**src/rtl/mar_pkg.sv**
```systemverilog
package mar_pkg;
    localparam int REGION_CMP_W = 8;
    localparam int CFG_W        = 2 * REGION_CMP_W + 4;

    typedef struct packed {
        logic wprot;
        logic imprecise;
        logic cacheable;
    } attr_t;

    typedef struct packed {
        logic [REGION_CMP_W-1:0] base;
        logic [REGION_CMP_W-1:0] mask;
        logic                    en;
        attr_t                   attr;
    } region_t;

    typedef enum logic {
        ST_IDLE,
        ST_RESULT
    } res_state_t;
endpackage

```
**src/rtl/mar_cfg_regs.sv**
```systemverilog
module mar_cfg_regs
    import mar_pkg::*;
#(
    parameter int NUM_REGIONS = 2,
    parameter int SRAM_CMP_W  = 16,
    parameter int SEL_W       = 2
) (
    input  logic                          clk,
    input  logic                          rst_n,
    input  logic                          cfg_we,
    input  logic [SEL_W-1:0]              cfg_sel,
    input  logic [CFG_W-1:0]              cfg_wdata,
    output region_t [NUM_REGIONS-1:0]     regions_o,
    output attr_t                         dflt_o,
    output logic [SRAM_CMP_W-1:0]         sram_base_o,
    output logic                          sram_en_o
);
    localparam int DFLT_SEL = NUM_REGIONS;
    localparam int SRAM_SEL = NUM_REGIONS + 1;

    for (genvar gi = 0; gi < NUM_REGIONS; gi++) begin : g_region
        always_ff @(posedge clk) begin
            if (!rst_n) begin
                regions_o[gi] <= '0;
            end else if (cfg_we && (int'(cfg_sel) == gi)) begin
                regions_o[gi] <= region_t'(cfg_wdata);
            end
        end
    end

    always_ff @(posedge clk) begin
        if (!rst_n) begin
            dflt_o      <= '0;
            sram_base_o <= '0;
            sram_en_o   <= 1'b0;
        end else if (cfg_we) begin
            if (int'(cfg_sel) == DFLT_SEL) begin
                dflt_o <= attr_t'(cfg_wdata[2:0]);
            end
            if (int'(cfg_sel) == SRAM_SEL) begin
                sram_base_o <= cfg_wdata[CFG_W-1 -: SRAM_CMP_W];
                sram_en_o   <= cfg_wdata[3];
            end
        end
    end
endmodule

```
**src/rtl/mar_region_match.sv**
```systemverilog
module mar_region_match
    import mar_pkg::*;
(
    input  region_t                 region_i,
    input  logic [REGION_CMP_W-1:0] addr_hi_i,
    output logic                    hit_o
);
    logic [REGION_CMP_W-1:0] diff;

    always_comb begin
        diff  = (addr_hi_i ^ region_i.base) & ~region_i.mask;
        hit_o = region_i.en && (diff == '0);
    end
endmodule

```
**src/rtl/mar_resolver.sv**
```systemverilog
module mar_resolver
    import mar_pkg::*;
#(
    parameter int ADDR_W      = 32,
    parameter int NUM_REGIONS = 2,
    parameter int SRAM_CMP_W  = 16,
    parameter int SEL_W       = $clog2(NUM_REGIONS + 2)
) (
    input  logic                 clk,
    input  logic                 rst_n,
    input  logic                 cfg_we,
    input  logic [SEL_W-1:0]     cfg_sel,
    input  logic [CFG_W-1:0]     cfg_wdata,
    input  logic                 req_valid,
    input  logic                 req_src,
    input  logic [ADDR_W-1:0]    req_addr,
    output logic                 res_valid,
    output logic                 res_src,
    output logic                 res_cacheable,
    output logic                 res_imprecise,
    output logic                 res_wprot,
    output logic                 res_sram
);
    localparam int FLAT_W = NUM_REGIONS * $bits(region_t) + $bits(attr_t) + SRAM_CMP_W + 1;

    region_t [NUM_REGIONS-1:0] regions;
    attr_t                     dflt;
    logic [SRAM_CMP_W-1:0]     sram_base;
    logic                      sram_en;
    logic [NUM_REGIONS-1:0]    hit;
    logic [FLAT_W-1:0]         cfg_flat;
    logic                      unused_addr_low;

    attr_t      attr_d, attr_q;
    logic       sram_d, sram_q, src_q;
    res_state_t st_q, st_d;

    mar_cfg_regs #(
        .NUM_REGIONS (NUM_REGIONS),
        .SRAM_CMP_W  (SRAM_CMP_W),
        .SEL_W       (SEL_W)
    ) u_cfg (
        .clk         (clk),
        .rst_n       (rst_n),
        .cfg_we      (cfg_we),
        .cfg_sel     (cfg_sel),
        .cfg_wdata   (cfg_wdata),
        .regions_o   (regions),
        .dflt_o      (dflt),
        .sram_base_o (sram_base),
        .sram_en_o   (sram_en)
    );

    for (genvar gi = 0; gi < NUM_REGIONS; gi++) begin : g_match
        mar_region_match u_match (
            .region_i  (regions[gi]),
            .addr_hi_i (req_addr[ADDR_W-1 -: REGION_CMP_W]),
            .hit_o     (hit[gi])
        );
    end

    assign cfg_flat        = {regions, dflt, sram_base, sram_en};
    assign unused_addr_low = ^req_addr[ADDR_W-SRAM_CMP_W-1:0];

    // Fixed priority: the lowest matching region index wins, else defaults.
    always_comb begin
        attr_d = dflt;
        for (int i = NUM_REGIONS - 1; i >= 0; i--) begin
            if (hit[i]) begin
                attr_d = regions[i].attr;
            end
        end
        sram_d = sram_en && (req_addr[ADDR_W-1 -: SRAM_CMP_W] == sram_base);
    end

    // State register
    always_ff @(posedge clk) begin
        if (!rst_n) begin
            st_q <= ST_IDLE;
        end else begin
            st_q <= st_d;
        end
    end

    // Transitions: T_WAIT, T_ACCEPT, T_STREAM, T_DRAIN
    always_comb begin
        st_d = st_q;
        unique case (st_q)
            ST_IDLE:   st_d = req_valid ? ST_RESULT : ST_IDLE;
            ST_RESULT: st_d = req_valid ? ST_RESULT : ST_IDLE;
            default:   st_d = ST_IDLE;
        endcase
    end

    // Result capture
    always_ff @(posedge clk) begin
        if (!rst_n) begin
            attr_q <= '0;
            sram_q <= 1'b0;
            src_q  <= 1'b0;
        end else if (req_valid) begin
            attr_q <= attr_d;
            sram_q <= sram_d;
            src_q  <= req_src;
        end
    end

    // Outputs
    always_comb begin
        res_valid     = (st_q == ST_RESULT);
        res_src       = res_valid & src_q;
        res_cacheable = res_valid & attr_q.cacheable;
        res_imprecise = res_valid & attr_q.imprecise;
        res_wprot     = res_valid & attr_q.wprot;
        res_sram      = res_valid & sram_q;
    end
endmodule

```
**config.mk**
```make
export PLATFORM = sky130hd
export DESIGN_NAME = mar_resolver
export DESIGN_NICKNAME = d
export VERILOG_FILES = /design/src/rtl/mar_pkg.sv /design/src/rtl/mar_cfg_regs.sv /design/src/rtl/mar_region_match.sv /design/src/rtl/mar_resolver.sv
export SDC_FILE = /design/constraint.sdc
export NUM_CORES = 1
export LEC_CHECK = 0
export BUFFER_PORTS_ARGS = -buffer_cell sky130_fd_sc_hd__buf_2
export CAP_MARGIN = 20
export CORE_ASPECT_RATIO = 0.8
export CORE_UTILIZATION = 35
export DETAILED_ROUTE_END_ITERATION = 7
export SLEW_MARGIN = 20
export SYNTH_ARGS = -nofsm -noshare
export SYNTH_HDL_FRONTEND = slang
export SYNTH_SLANG_ARGS = --single-unit
```
**constraint.sdc**
```tcl
create_clock -name clk -period 4.7 [get_ports clk]
set_input_delay 0.235 -clock clk [delete_from_list [all_inputs] [get_ports clk]]
set_output_delay 0.235 -clock clk [all_outputs]
set_load 0.02 [all_outputs]
```
Yosys cells after proc, flatten, opt, wreduce, memory -nomap -nowiden

Index checks and enable logic that the tools add are counted.

Flip-flop bits (word level): 66
Bits in latches: 0
Bits in writable memories: 0
Memory bits (read-only): 0
Input port bits: 59
Output and inout port bits: 6
Logic and storage cells: 51
Memories kept: 0

$add $sub $neg: 0
$mul: 0
Div/mod/pow operators: 0
Order comparisons: 0
Equal/unequal tests: 4
Shifts and indexed selects: 0
Muxes and demuxes: 3
Bitwise logic cells: 11
Reductions and logical operators: 10

Operator list:

| cell               | number |
|---|---|
| $and 8x8->8        | 2 |
| $eq 16x16->1       | 1 |
| $logic_not 8->1    | 2 |
| $not 8->8          | 2 |
| $xor 8x8->8        | 2 |
| $mux 3             | 2 |
| $and 1x1->1        | 5 |
| $logic_and 1x1->1  | 5 |
| $eq 2x2->1 const B | 2 |
| $reduce_and 2->1   | 2 |
| $eq 2x1->1 const B | 1 |
| $logic_not 2->1    | 1 |
| $mux 1             | 1 |

Logic depth before layout (Yosys ltp)

Depth in word-level cells: 6
Mapped depth: 6
Depth with buffers taken out: 6

Hierarchy

A second synthesis with hierarchy kept.

Cell total of the unflattened synthesis: 303
Area, all modules: 2932.8 um^2

Modules (own cells, without submodules):

| module           | instances | cells each | area each (um^2) | seq. area each (um^2) |
|---|---|---|---|---|
| mar_cfg_regs     | 1         | 219        | 2223.4           | 1201.2 |
| mar_resolver     | 1         | 54         | 481.7            | 120.1 |
| mar_region_match | 2         | 15         | 113.9            | 0.0 |

Worst setup path before layout

No wires, ideal clock.

Path type: register -> register
Start: register u_cfg.regions_o[37] (netlist name)
End: register attr_q[2] (netlist name)
Library setup time: 0.124 ns
Arrival: 1.487 ns
Data required time: 4.576 ns
Setup slack: 3.089 ns
Stages on the path, launching flop included: 7
Cells stage by stage: dfxtp_1 > xnor2_1 > o22ai_1 > or3_4 > nor3_4 > mux2i_1 > o211ai_2

Word-level cells in the longest chain between the ends: 6

RTL lines:

| what                              | RTL line               | RTL |
|---|---|---|
| from (decl)                       | mar_cfg_regs.sv:13     | `output region_t [NUM_REGIONS-1:0] regions_o,` |
| from (signal, indexed assignment) | mar_cfg_regs.sv:26     | `regions_o[gi] <= region_t'(cfg_wdata);` |
| $xor 8x8->8                       | mar_region_match.sv:11 | `diff = (addr_hi_i ^ region_i.base) & ~region_i.mask;` |
| $and 8x8->8                       | mar_region_match.sv:11 |  |
| $logic_not 8->1                   | mar_region_match.sv:12 | `hit_o = region_i.en && (diff == '0);` |
| $logic_and 1x1->1                 | mar_region_match.sv:12 |  |
| $mux 3 (2 in a row)               | mar_resolver.sv:69     | `if (hit[i]) begin` |
| to (signal assigned)              | mar_resolver.sv:102    | `attr_q <= attr_d;` |
| to (decl)                         | mar_resolver.sv:34     | `attr_t attr_d, attr_q;` |

Every way passes these cells.
A chain may end at the register's enable or synchronous reset.

Worst setup path in the final report

Start: register u_cfg.regions_o[15] (netlist name)
End: register attr_q[0] (netlist name)

Word-level cells in the longest chain between the ends: 5

RTL lines:

| what              | RTL line |
|---|---|
| $xor 8x8->8       | mar_region_match.sv:11 |
| $and 8x8->8       | mar_region_match.sv:11 |
| $logic_not 8->1   | mar_region_match.sv:12 |
| $logic_and 1x1->1 | mar_region_match.sv:12 |
| $mux 3            | mar_resolver.sv:69 |

Every way passes these cells.

==> run_results.csv <==
group,metric,value,unit
outcome,outcome,"finished clean",
detailed_routing,routedWlPerCell,14.1,um
critical_path,r2r_cells,6,
cells_and_area,nets,443,
critical_path,crit_path_start_kind,"flop",
timing,setup_viol,0,
timing,report.final.slew_viol_count,0,
clock_network,clock_tree_sinks,66,
pwr,leakagePower,1.24,nW
critical_path,worstSetupEndpointType,"flop",
cells_and_area,layout-drive-gt1-share,18.0,%
pwr,fin_total_pwr,1.14,mW
detailed_routing,vias_per_cell,4.76,
cells_and_area,synthToLayoutAreaGrowth,16.9,%
critical_path,setup.reg_to_reg.worst_slack,2.55,ns
cells_and_area,diodes,0,
detailed_routing,drt_pass1_iterations,4,
clock_network,cts_buffer_depth,2,
detailed_routing,route.antenna.remaining_nets,0,
yosys,synth.ff_latch_count,66,
yosys,ys_top_cells_by_count,"sky130_fd_sc_hd__nand2_1, sky130_fd_sc_hd__dfxtp_1, sky130_fd_sc_hd__a21boi_0, sky130_fd_sc_hd__xnor2_1, sky130_fd_sc_hd__clkbuf_1",
timing,timing.setup.tns,0,ns
clock_network,cts.hold.buffers_added,0,
cells_and_area,fin_util,42.7,%
timing,maxClockFrequency,466,MHz
yosys,mapped_cell_area,2940,sq um
timing,timing.final.hold_violations,0,
critical_path,critical_path_peak_fanout,4,
floorplanning,chipWidth,105,um
clock_network,cts_inserted_buffers,9,
pwr,power.density,331,nW/um^2
run,maxCapViolations,0,
critical_path,worstSetupPathType,"flop to flop",
yosys,synth.top_cell.area_share,44.9,%
floorplanning,placeableCoreArea,8060,sq um
floorplanning,floorplan.initialDensity,36.5,%
detailed_routing,vias,2364,
clock_network,tritoncts,"done",
clock_network,ctsRootBufferMaster,"sky130_fd_sc_hd__clkbuf_8",
yosys,avg_inst_size_synth,8.56,sq um
place,place.port_buffers,48,
global_routing,grt_first_pass_wirelength,11500,um
clock_network,worst_skew_pair.late_latency,0.34,ns
clock_network,post_cts_buffers,0,
floorplanning,fp.dieArea,8780,sq um
yosys,synth_sequential_area_ratio,44.9,%
min_path,timing.hold.worst.start,"req_src",
yosys,synth_cell_types,27,
clock_network,cts_resized,0,
global_routing,antenna_found_initial,0,
place,hpwl,4740,um
floorplanning,top_level_ports,65,
detailed_routing,drtIter0Drc,90,
clock_network,clock_tree.htree_level_count,3,
place,gp_congestion,0.741,
detailed_routing,remaining_drc_errors,0,
timing,worstMarginPinSlew,1.00,ns
floorplanning,row_count,29,
global_routing,grt_util_all_layers,17.1,%
critical_path,cp.required,4.92,ns
min_path,hp-class,"input pin to flop",
place,dpl.cell_count,481,
timing,whs,0.165,ns
global_routing,maximum_number_of_pins_on_one_net_before_global_route_repair,70,
yosys,synth_top_area_cell,"sky130_fd_sc_hd__dfxtp_1",
clock_network,clk_pin_slew_worst_paths,0.07,ns
yosys,synth_top_cells_by_area,"sky130_fd_sc_hd__dfxtp_1, sky130_fd_sc_hd__a21boi_0, sky130_fd_sc_hd__nand2_1, sky130_fd_sc_hd__xnor2_1, sky130_fd_sc_hd__clkbuf_1",
global_routing,grt_pass1_vias,2244,
yosys,synthFlopType,"sky130_fd_sc_hd__dfxtp_1",
pwr,power.ir.vdd_worst,135,uV
timing,finalCritPeriodShare,45.7,%
yosys,yosysWarnings,0,
timing,slew_headroom,33.3,%
global_routing,globalRouteOverflowTotal,0,
yosys,syn-num-nets,403,
yosys,synth_cells,344,
floorplanning,fp.dieH,84.0,um
min_path,hold_path_depth,3,
critical_path,setup.worst_path.start,"u_cfg.regions_o[15]",
critical_path,critical_path.reg2reg.startpoint,"u_cfg.regions_o[15]",
critical_path,critPathArrivalTime,2.37,ns
detailed_routing,route.final.wire_length,6990,um
timing,worst_clock_skew_on_the_final_layout,0.00716,ns
yosys,synth-edff-count,0,
yosys,synth.most_common_cell,"sky130_fd_sc_hd__nand2_1",
timing,finalWorstPathRequiredPeriod,2.15,ns
timing,grt_setup_unrepaired,"no",
yosys,async_flop_share,0,%
cells_and_area,number_of_non_filler_instances_in_the_completed_layout,497,
==> power breakdown <==
group	total [mW]	switching (mW)	internal [mW]
registers	0.588	0.0105	0.578
logic	0.115	0.0645	0.0508
clock network	0.436	0.203	0.234
total	1.14	0.278	0.862
==> critical path, cell delays in order, from the launching register on <==
cell,delay [ns]
sky130_fd_sc_hd__dfxtp_1,0.32
sky130_fd_sc_hd__xnor2_1,0.29
sky130_fd_sc_hd__o22ai_1,0.15
sky130_fd_sc_hd__or3_1,0.39
sky130_fd_sc_hd__nor3_1,0.53
sky130_fd_sc_hd__or2b_2,0.26
sky130_fd_sc_hd__o211ai_2,0.09
==> registers in the layout (all words and copies together), names as in the netlist <==
name,cells
u_cfg.sram_en_o,1
sram_q,1
u_cfg.dflt_o,3
src_q,1
attr_q,3
u_cfg.regions_o,40
u_cfg.sram_base_o,16
res_valid,1
==> per-stage QoR <==
step | worst slack [ns] | area, sq um
after floorplan | 3.09 | 2940
after global placement | 2.59 | 3260
after detailed placement | 2.59 | 3260
after CTS | 2.61 | 3440
after global routing | 2.49 | 3440
final | 2.55 | 3440
==> placed cells by master, fill, tap and decap left out, drive strengths merged, types with 6 or more instances in the layout <==
cell    synthesis  routed
a21boi         57      57
and2            6       6
buf             0      48
clkbuf         19      14
dfxtp          66      66
mux2i           7       7
nand2         114     114
nand4           6       6
o22ai           6       6
xnor2          28      28
==> cells by family (layout without fill, tap and decap cells) <==
family	Yosys count	in the layout	share of synthesized area [%]
compound gates	69	69	17.7
xor+xnor	32	32	9.52
buf+inv	19	64	2.42
flops	66	66	44.9
mux	7	7	2.38
simple gates	151	151	23.1
==> cell type report <==
type | instances | area (sq um)
Clock inverter | 2 | 10.0
Tap cell | 108 | 135
Timing Repair Buffer | 48 | 240
Multi-Input combinational cell | 259 | 1560
Clock buffer | 14 | 173
Sequential cell | 66 | 1320
Fill cell | 847 | 4610
==> worst paths after layout <==
kind	endpoint
min reg2reg	u_cfg.regions_o[5]
max reg2reg	attr_q[0]
max	attr_q[0]
min	src_q
==> per-layer routing <==
metal | share of wire, % | routed length (um) | GRT usage, % | vias to the layer above
li1 | - | - | - | 1217
met1 | 50 | 3470 | 23.4 | 1090
met2 | 44 | 3080 | 26.1 | 50
met3 | 5.2 | 366 | 5.00 | 7
met4 | 0.93 | 65 | 4.68 | 0
met5 | 0 | 0 | 0 | -
(Power assumes the default switching activity.)
